[src/rtl/lcd_drv_pkg.sv]
package lcd_drv_pkg;
  localparam int unsigned NUM_COM = 4;

  typedef enum logic [1:0] {
    LVL_VSS = 2'b00,
    LVL_V3  = 2'b01,
    LVL_V2  = 2'b10,
    LVL_V1  = 2'b11
  } lvl_e;

  typedef enum logic [1:0] {
    DUTY_STATIC  = 2'd0,
    DUTY_HALF    = 2'd1,
    DUTY_THIRD   = 2'd2,
    DUTY_QUARTER = 2'd3
  } duty_e;

  typedef enum logic [2:0] {
    PM_ACTIVE   = 3'd0,
    PM_SLEEP    = 3'd1,
    PM_WATCH    = 3'd2,
    PM_SUBACT   = 3'd3,
    PM_SUBSLEEP = 3'd4,
    PM_STANDBY  = 3'd5,
    PM_MSTBY    = 3'd6,
    PM_RSVD     = 3'd7
  } pmode_e;

  // pick a level by frame phase
  function automatic lvl_e by_phase(input logic m, input lvl_e lvl_m0, input lvl_e lvl_m1);
    return m ? lvl_m1 : lvl_m0;
  endfunction
endpackage

[src/rtl/lcd_run_gate.sv]
module lcd_run_gate
  import lcd_drv_pkg::*;
(
  input  logic       act_i,
  input  logic [2:0] pwr_mode_i,
  input  logic       clk_sub_i,
  input  logic       psw_i,
  output logic       run_o,
  output logic       supply_en_o
);
  logic clk_ok;

  always_comb begin
    unique case (pmode_e'(pwr_mode_i))
      PM_ACTIVE, PM_SLEEP:               clk_ok = 1'b1;
      PM_WATCH, PM_SUBACT, PM_SUBSLEEP:  clk_ok = clk_sub_i;
      default:                           clk_ok = 1'b0;
    endcase
  end

  assign run_o       = act_i & clk_ok;
  assign supply_en_o = psw_i & (pmode_e'(pwr_mode_i) != PM_STANDBY);
endmodule

[src/rtl/lcd_scan_ctrl.sv]
module lcd_scan_ctrl #(
  parameter int unsigned TICK_DIV = 4
) (
  input  logic       clk_i,
  input  logic       rst_ni,
  input  logic       run_i,
  input  logic [1:0] duty_i,
  output logic [1:0] idx_o,
  output logic       m_o
);
  localparam int unsigned PRE_W = (TICK_DIV > 2) ? $clog2(TICK_DIV) : 1;
  localparam logic [PRE_W-1:0] PRE_LAST = PRE_W'(TICK_DIV - 1);

  logic [PRE_W-1:0] pre_q;
  logic [1:0]       idx_q;
  logic             m_q;
  logic             step;
  logic             wrap;

  assign step = run_i && (pre_q == PRE_LAST);
  // index at or past the last line closes the frame
  assign wrap = (idx_q >= duty_i);

  always_ff @(posedge clk_i or negedge rst_ni) begin
    if (!rst_ni) begin
      pre_q <= '0;
      idx_q <= '0;
      m_q   <= 1'b0;
    end else if (!run_i) begin
      pre_q <= '0;
      idx_q <= '0;
      m_q   <= 1'b0;
    end else if (step) begin
      pre_q <= '0;
      if (wrap) begin
        idx_q <= '0;
        m_q   <= ~m_q;
      end else begin
        idx_q <= idx_q + 2'd1;
      end
    end else begin
      pre_q <= pre_q + PRE_W'(1);
    end
  end

  assign idx_o = idx_q;
  assign m_o   = m_q;
endmodule

[src/rtl/lcd_level_map.sv]
module lcd_level_map
  import lcd_drv_pkg::*;
#(
  parameter int unsigned NUM_SEG = 8
) (
  input  logic [1:0]           duty_i,
  input  logic [1:0]           idx_i,
  input  logic                 m_i,
  input  logic [NUM_SEG-1:0]   data_i,
  output logic [2*NUM_COM-1:0] com_lvl_o,
  output logic [2*NUM_SEG-1:0] seg_lvl_o
);
  logic two_level;
  assign two_level = (duty_i == DUTY_STATIC) || (duty_i == DUTY_HALF);

  for (genvar c = 0; c < NUM_COM; c++) begin : g_com
    logic sel;
    lvl_e lvl;
    assign sel = (duty_i == DUTY_STATIC) || (idx_i == 2'(c));
    always_comb begin
      if (duty_i < 2'(c))            lvl = LVL_VSS;
      else if (sel)                  lvl = by_phase(m_i, LVL_V1, LVL_VSS);
      else if (duty_i == DUTY_HALF)  lvl = LVL_V2;
      else                           lvl = by_phase(m_i, LVL_V3, LVL_V2);
    end
    assign com_lvl_o[2*c +: 2] = lvl;
  end

  for (genvar s = 0; s < NUM_SEG; s++) begin : g_seg
    lvl_e lvl;
    always_comb begin
      if (data_i[s])       lvl = by_phase(m_i, LVL_VSS, LVL_V1);
      else if (two_level)  lvl = by_phase(m_i, LVL_V1, LVL_VSS);
      else                 lvl = by_phase(m_i, LVL_V2, LVL_V3);
    end
    assign seg_lvl_o[2*s +: 2] = lvl;
  end
endmodule

[src/rtl/lcd_drive_seq.sv]
module lcd_drive_seq
  import lcd_drv_pkg::*;
#(
  parameter int unsigned NUM_SEG  = 8,
  parameter int unsigned TICK_DIV = 4
) (
  input  logic                 clk_i,
  input  logic                 rst_ni,
  input  logic [1:0]           duty_i,
  input  logic                 act_i,
  input  logic [2:0]           pwr_mode_i,
  input  logic                 clk_sub_i,
  input  logic                 psw_i,
  output logic [1:0]           ram_addr_o,
  input  logic [NUM_SEG-1:0]   ram_rdata_i,
  output logic [2*NUM_COM-1:0] com_o,
  output logic [2*NUM_SEG-1:0] seg_o,
  output logic                 m_o,
  output logic                 supply_en_o
);
  localparam int unsigned COM_W = 2 * NUM_COM;
  localparam int unsigned SEG_W = 2 * NUM_SEG;

  logic             run;
  logic [1:0]       idx;
  logic             m;
  logic [COM_W-1:0] com_lvl, com_q;
  logic [SEG_W-1:0] seg_lvl, seg_q;

  lcd_run_gate i_gate (
    .act_i       (act_i),
    .pwr_mode_i  (pwr_mode_i),
    .clk_sub_i   (clk_sub_i),
    .psw_i       (psw_i),
    .run_o       (run),
    .supply_en_o (supply_en_o)
  );

  lcd_scan_ctrl #(.TICK_DIV(TICK_DIV)) i_scan (
    .clk_i  (clk_i),
    .rst_ni (rst_ni),
    .run_i  (run),
    .duty_i (duty_i),
    .idx_o  (idx),
    .m_o    (m)
  );

  lcd_level_map #(.NUM_SEG(NUM_SEG)) i_map (
    .duty_i    (duty_i),
    .idx_i     (idx),
    .m_i       (m),
    .data_i    (ram_rdata_i),
    .com_lvl_o (com_lvl),
    .seg_lvl_o (seg_lvl)
  );

  // park every line at VSS when stopped
  always_ff @(posedge clk_i or negedge rst_ni) begin
    if (!rst_ni) begin
      com_q <= '0;
      seg_q <= '0;
    end else if (!run) begin
      com_q <= '0;
      seg_q <= '0;
    end else begin
      com_q <= com_lvl;
      seg_q <= seg_lvl;
    end
  end

  assign ram_addr_o = idx;
  assign m_o        = m;
  assign com_o      = com_q;
  assign seg_o      = seg_q;
endmodule

[config.mk]
export PLATFORM = sky130hd
export DESIGN_NAME = lcd_drive_seq
export DESIGN_NICKNAME = d
export VERILOG_FILES = /design/src/rtl/lcd_drv_pkg.sv /design/src/rtl/lcd_run_gate.sv /design/src/rtl/lcd_scan_ctrl.sv /design/src/rtl/lcd_level_map.sv /design/src/rtl/lcd_drive_seq.sv
export SDC_FILE = /design/constraint.sdc
export NUM_CORES = 1
export LEC_CHECK = 0
export ABC_AREA = 1
export BUFFER_PORTS_ARGS = -buffer_cell sky130_fd_sc_hd__buf_4
export CAP_MARGIN = 20
export CORE_ASPECT_RATIO = 1.2
export CORE_UTILIZATION = 45
export DETAILED_ROUTE_END_ITERATION = 6
export PLACE_DENSITY = 0.82
export SYNTH_ARGS = -nofsm -noshare
export SYNTH_HDL_FRONTEND = slang
export SYNTH_HIERARCHICAL = 1
export SYNTH_SLANG_ARGS = --single-unit
[constraint.sdc]
create_clock -name clk_i -period 1.7 [get_ports clk_i]
set_input_delay 0.085 -clock clk_i [delete_from_list [all_inputs] [get_ports clk_i]]
set_output_delay 0.085 -clock clk_i [all_outputs]
set_load 0.05 [all_outputs]
==> run metrics, run 1 <==
Synth Net Count=197; Most Frequent Cell on Critical Path=buf_4; Worst R2R Setup Slack=~0.34 ns; layout cells sized above 1=29.26%; GR met3 Demand/Resource=5.634%; synthesized cell area=between 1000 and 1500 um^2; Reg2Reg Depth=9; total gr overflow=0; CTS tree=yes; busiest grt layer=met2; RSZ-0062 raised after global routing=no; Hold Crit Start=ram_rdata_i[3]; Syn. warnings=6; setup violators final=0; post-route ant nets=0; drt wl/cell=9.264 um; post-DP HPWL=1826 um; Routed WL=2455 um; Max clock buf depth=2; Worst-Margin Slew=0.3533 ns; cts hold-fix bufs=1; Crit. Startpoint=i_scan/m_o; most common cell after layout, fill and taps aside=nand2_1; H-tree depth=2; commonest non-fill, non-tap cells in the layout=62 x nand2_1, 48 x buf_4, 37 x inv_1; clk slew on worst S/H paths=0.09 ns; vias=about 1.1k; CP delay by family, top=flip-flops; row count=22; max incr delay on CP=0.54 ns; fin crit share=roughly 81%; Avg Synthesized Cell Area=slightly above 8 um^2; routability congestion estimate=0.7527; peak supply drop=0.6148 mV; WP buf/inv=2; worst relative slew slack=76.45%; Synth cell types=19; nets=between 200 and 250; met2 Track Usage GR=27.01%; Setup CP Type=reg -> out; crit path capture type=output pin; min Tclk post-route=1.375 ns; Worst R2R End=i_scan/m_o; # fillers=274; vias per cell=4.291; GRT Util Overall=17.07%; CP cell instances=buf_4 > buf_4; clock sinks=29; die area=3480 um^2; crit-path max FO=9; Pre-antenna DRT Iters=4; Inst Count DP=256; WP data arrival=1.29 ns; leak pwr=1.243 nW; worst min-delay path class=in -> reg; post-synthesis sequential area ratio=between 40% and 50%; Pwr Density=981.7 nW/um^2; Pwr Total=1.890 mW; Boundary Pins=between 40 and 50; Area Overhead vs Synth=31.76%; Final Util=between 60% and 70%; synthesis-stage register bit count=29; Crit-path slowest cell=dfrtp_1; worst-skew pair later-pin latency=0.32 ns; Final Instance Count excl. Fillers=265; port bufs=45; Core Footprint=3083 um^2; CTS root buf=clkbuf_4; initial antenna violation count=0; status=finished, final reports clean; largest net degree at the start of global routing=30; number of global-route vias before repair=995; final slew viol count=0; antenna diode count=0; Worst Skew=0.007012 ns; Post-CTS Setup Bufs=0; die span in x=approximately 54 um; Num CTS Buffers=5; first-pass GRT wire length=4229 um; Post-CTS Resized=0; Mapped Cells=176; worst r2r src=i_scan/idx_o[0]; startpoint types=register; initial core utilization=about 47%; max frequency=0.7270 GHz; Critical Path RT=1.62 ns; residual DRC count=0; Max Cap Violations=0; final hold violations=0; DR iter-0 viols=10; hold endpoint=seg_o[7]; hold depth=4; GRT met1 Usage=20.06%; TNS Setup=0 ns; die height=64.43 um
==> area by class of cell <==
cell class	count	area, um^2	share of cell area (%)
Clock buffer	5	37.54	1.949
Clock inverter	3	65.06	3.379
Inverter	38	142.6	7.407
Multi-Input combinational cell	105	539.3	28.01
Sequential cell	29	725.7	37.69
Tap cell	36	45.04	2.339
Timing Repair Buffer	49	370.4	19.23
==> cell usage after synthesis <==
| cell type | n | area share [%] |
|---|---|---|
| nand2_1 | 62 | 16 |
| ha_1 | 3 | 2.6 |
| a21oi_1 | 4 | 1.4 |
| a21oi_2 | 1 | 0.60 |
| xnor2_4 | 1 | 1.9 |
| nand3_1 | 8 | 2.7 |
| dfrtp_1 | 29 | 50 |
| nor2_2 | 1 | 0.43 |
| inv_1 | 37 | 9.5 |
| xnor2_1 | 4 | 2.4 |
| inv_2 | 1 | 0.26 |
| o21ai_1 | 1 | 0.34 |
| nand2_2 | 3 | 1.3 |
| buf_12 | 1 | 1.4 |
| xnor2_2 | 3 | 3.3 |
| buf_6 | 3 | 2.3 |
| nor2_1 | 12 | 3.1 |
| or2_2 | 1 | 0.43 |
| nand3b_1 | 1 | 0.51 |
==> stage by stage <==
| step | area [um^2] | hold slack (ns) | worst slack (ns) |
|---|---|---|---|
| after CTS | 1926 | 0.01427 | 0.3135 |
| final | 1926 | 0.02968 | 0.3246 |
| after detailed placement | 1813 | 0.02145 | 0.3645 |
| after global placement | 1813 | 0.01664 | 0.4329 |
| after floorplan | 1461 | -0.2106 | 0.1149 |
| after global routing | 1926 | 0.02544 | 0.2118 |
==> logic make-up after synthesis <==
kind of cell    share of synthesized area (%)
simple gates                            24.40
buf+inv                                 13.44
flops                                   49.66
xor+xnor                                7.620
compound gates                          2.311
fa+ha+maj                               2.569
==> layer usage <==
metal  part of all wire, %  vias to the layer above
met5                     0                        -
met4                   2.3                        0
met3                   5.2                        5
met2                    51                       27
met1                    42                      494
li1                      -                      611
==> flip-flops by register name, summed over array words and instances (netlist names) <==
register and flops:
i_scan/pre_q 2, seg_o 16, i_scan/idx_o 2, com_o 8, i_scan/m_o 1
==> power by group <==
group	internal (mW)	switching, mW
Clock	0.455	0.234
Combinational	0.162	0.289
Sequential	0.726	0.0248
==> tightest hold or removal path, cell delays in order <==
cell,delay [ns]
buf_4,0.08
xnor2_1,0.06
nand2_1,0.06
inv_1,0.03
==> worst max path at each step <==
stage | end | slack [ns] | depth (start not counted)
2_1_floorplan | i_scan/m_o | 0.11 | 9
3_3_place_gp | i_scan/m_o | 0.43 | 9
3_5_place_dp | i_scan/m_o | 0.36 | 9
4_1_cts | m_o | 0.31 | 2
5_1_grt | i_scan/m_o | 0.21 | 9
6_report | m_o | 0.32 | 2
No activity file was read; power rests on OpenSTA's default activity.
==> run 2: changes to the inputs <==
--- a/config.mk
+++ b/config.mk
@@ -5,7 +5,7 @@
 export SDC_FILE = /design/constraint.sdc
 export NUM_CORES = 1
 export LEC_CHECK = 0
-export ABC_AREA = 1
+export ABC_AREA = 0
 export BUFFER_PORTS_ARGS = -buffer_cell sky130_fd_sc_hd__buf_4
 export CAP_MARGIN = 20
 export CORE_ASPECT_RATIO = 1.2
==> constraint.sdc (replaced) <==
create_clock -name clk_i -period 1.33 [get_ports clk_i]
set_input_delay 0.0665 -clock clk_i [delete_from_list [all_inputs] [get_ports clk_i]]
set_output_delay 0.0665 -clock clk_i [all_outputs]
set_load 0.05 [all_outputs]
==> run 2 against run 1 <==
Compared with the run above: core utilization grew 0.85 points; wire length increased by 8.5%; sequential power increased by 23%; largest cell class unchanged.
==> run metrics, run 2 <==
most common cell in the synthesized netlist=dfrtp_1; Metal-1 WL=1056 um; clock sinks=29; met2 WL=between 1000 and 1500 um; total gr overflow=0; port bufs=between 40 and 50; DR iter-0 viols=14; drt wl/cell=12.00 um; max frequency=0.7677 GHz; TNS Setup=0 ns; RSZ-0062 raised after global routing=yes; Worst-Margin Slew=approximately 0.36 ns; largest net degree at the start of global routing=30; post-DP HPWL=approximately 2000 um; Max Cap Violations=0; GRT Util Overall=between 10% and 20%; initial antenna violation count=0; EDFF count, synth=0; commonest non-fill, non-tap cells in the layout=52 x buf_4, 26 x dfrtp_1, 18 x and2_2; Synth Net Count=152; Setup CP Type=reg -> reg; routability congestion estimate=0.8200; Synth area leader=dfrtp_1; Final Util=63.31%; WP data arrival=1.55 ns; ys flop type=dfrtp_1; post-route ant nets=0; Reg2Reg Depth=4; die height=64.51 um; nets=approximately 210; Avg Synthesized Cell Area=about 11 um^2; Critical Path RT=~1.6 ns; area share of the largest cell type after synthesis=49.53%; H-tree depth=2; min Tclk post-route=1.303 ns; row count=22; status=finished, final reports clean; worst relative slew slack=75.85%; Syn. warnings=6; setup violators final=0; first-pass GRT wire length=4602 um; Worst Skew=0.004255 ns; leak pwr=1.024 nW; number of flip-flops in the largest register=16; worst min-delay path class=in -> reg; Pre-antenna DRT Iters=2; crit-path max FO=2; post-synthesis sequential area ratio=49.53%; crit path capture type=register; number of global-route vias before repair=1072; synthesis-stage register bit count=29; die area=between 3000 and 4000 um^2; Boundary Pins=between 40 and 50; synthesized cell area=1465 um^2; residual DRC count=0; routed length on met3=221 um; vias per cell=4.860; Max clock buf depth=2; layout cells sized above 1=48.92%; CTS root buf=clkbuf_4; fin crit share=97.94%; Post-CTS Setup Bufs=0; Routed WL=around 2700 um; most common cell after layout, fill and taps aside=buf_4; worst-skew pair later-pin latency=0.33 ns; vias=1079; final hold violations=0; synth top area cells=dfrtp_1 50%, and2_2 9.2%, xnor2_1 6.0%, xor2_1 4.8%, buf_6 3.1%; die span in x=54.09 um; startpoint types=register; initial core utilization=approximately 48%; synth cell count leaders=29 x dfrtp_1, 18 x and2_2, 11 x nor2_1, 10 x xnor2_1, 8 x xor2_1; Area Overhead vs Synth=33.22%; Mapped Cells=131; peak supply drop=0.7671 mV; antenna diode count=0; Synth cell types=34; CTS tree=yes; Core Footprint=3083 um^2; final slew viol count=0; Pwr Density=957.2 nW/um^2; hold depth=3; clk slew on worst S/H paths=0.09 ns; DR top layer=met4; Synth async-reset ratio=between 90% and 100%; Num CTS Buffers=5
[run 2: cell count changes after synthesis, sizes merged, moves of 3 or more]
cell / change
xor2: +8
o21ai: +4
nor2b: +3
and2: +25
nand2: -63
inv: -33
nand3: -8
[run 2: logic make-up (layout without fill, tap and decap cells)]
logic type               Yosys count  count (layout)  share of synthesized area (%)
AO/OA/AOI/OAI                     16              16                          7.516
XOR/XNOR                          18              18                          10.76
adder cells (fa/ha/maj)            3               3                          2.562
buffers and inverters             11              66                          6.234
flip-flops                        29              29                          49.53
AND/OR/NAND/NOR                   54              54                          23.40
[run 2: worst paths after layout]
kind                                 start               to  slack [ns]
setup / recovery           i_scan/idx_o[1]       i_scan/m_o        0.03
hold / removal              ram_rdata_i[7]        seg_o[15]        0.06
setup reg to reg           i_scan/idx_o[1]       i_scan/m_o        0.03
hold reg to reg            i_scan/pre_q[0]  i_scan/pre_q[0]        0.44
max in group asynchronous           rst_ni  i_scan/idx_o[0]        0.84
min in group asynchronous           rst_ni         com_o[3]        0.20
[run 2: critical path: stages, from the launching register on]
cell and delay (ns):
dfrtp_2 0.43, ha_4 0.27, o21ai_2 0.05, or3_1 0.34, a21boi_1 0.13
[run 2: layer usage]
metal | up-vias | global-route usage [%]
li1 | 529 | -
met1 | 502 | 19.91
met2 | 43 | 31.33
met3 | 5 | 6.808
met4 | 0 | 8.654
met5 | - | 0
[run 2: stage by stage]
step	std cells	area, um^2	setup WS [ns]	total power, mW	hold slack, ns
final	222	1952	0.02740	1.868	0.05976
after global routing	222	1952	-0.04271	1.971	0.05509
after CTS	222	1944	0.007228	1.900	0.04015
after detailed placement	213	1863	0.02528	1.285	0.008962
after global placement	213	1863	0.08485	1.276	0.0005893
after floorplan	131	1500	-0.09092	1.153	-0.2291
[run 2: area by class of cell]
| cell class | instances | area, um^2 |
|---|---|---|
| fill | 269 | 1131 |
| inverter | 5 | 18.77 |
| tap | 36 | 45.04 |
| clock inverter | 1 | 5.005 |
| multi-input combinational | 91 | 688.2 |
| clock buffer | 7 | 65.06 |
| timing repair buffer | 53 | 400.4 |
| sequential | 29 | 729.5 |
[run 2: power by group]
group | total, mW | internal, mW | switching (mW)
sequential | 0.921 | 0.912 | 0.00965
combinational | 0.345 | 0.137 | 0.208
clock | 0.602 | 0.306 | 0.297
[run 2: timing repair]
item / 4_1_cts / 5_1_grt
endpoints found under the hold margin: 29 / 0
setup endpoints to repair: 1 / 2
hold buffers: 1 / 0
pin swaps: 0 / 0
resized for setup: 1 / 2
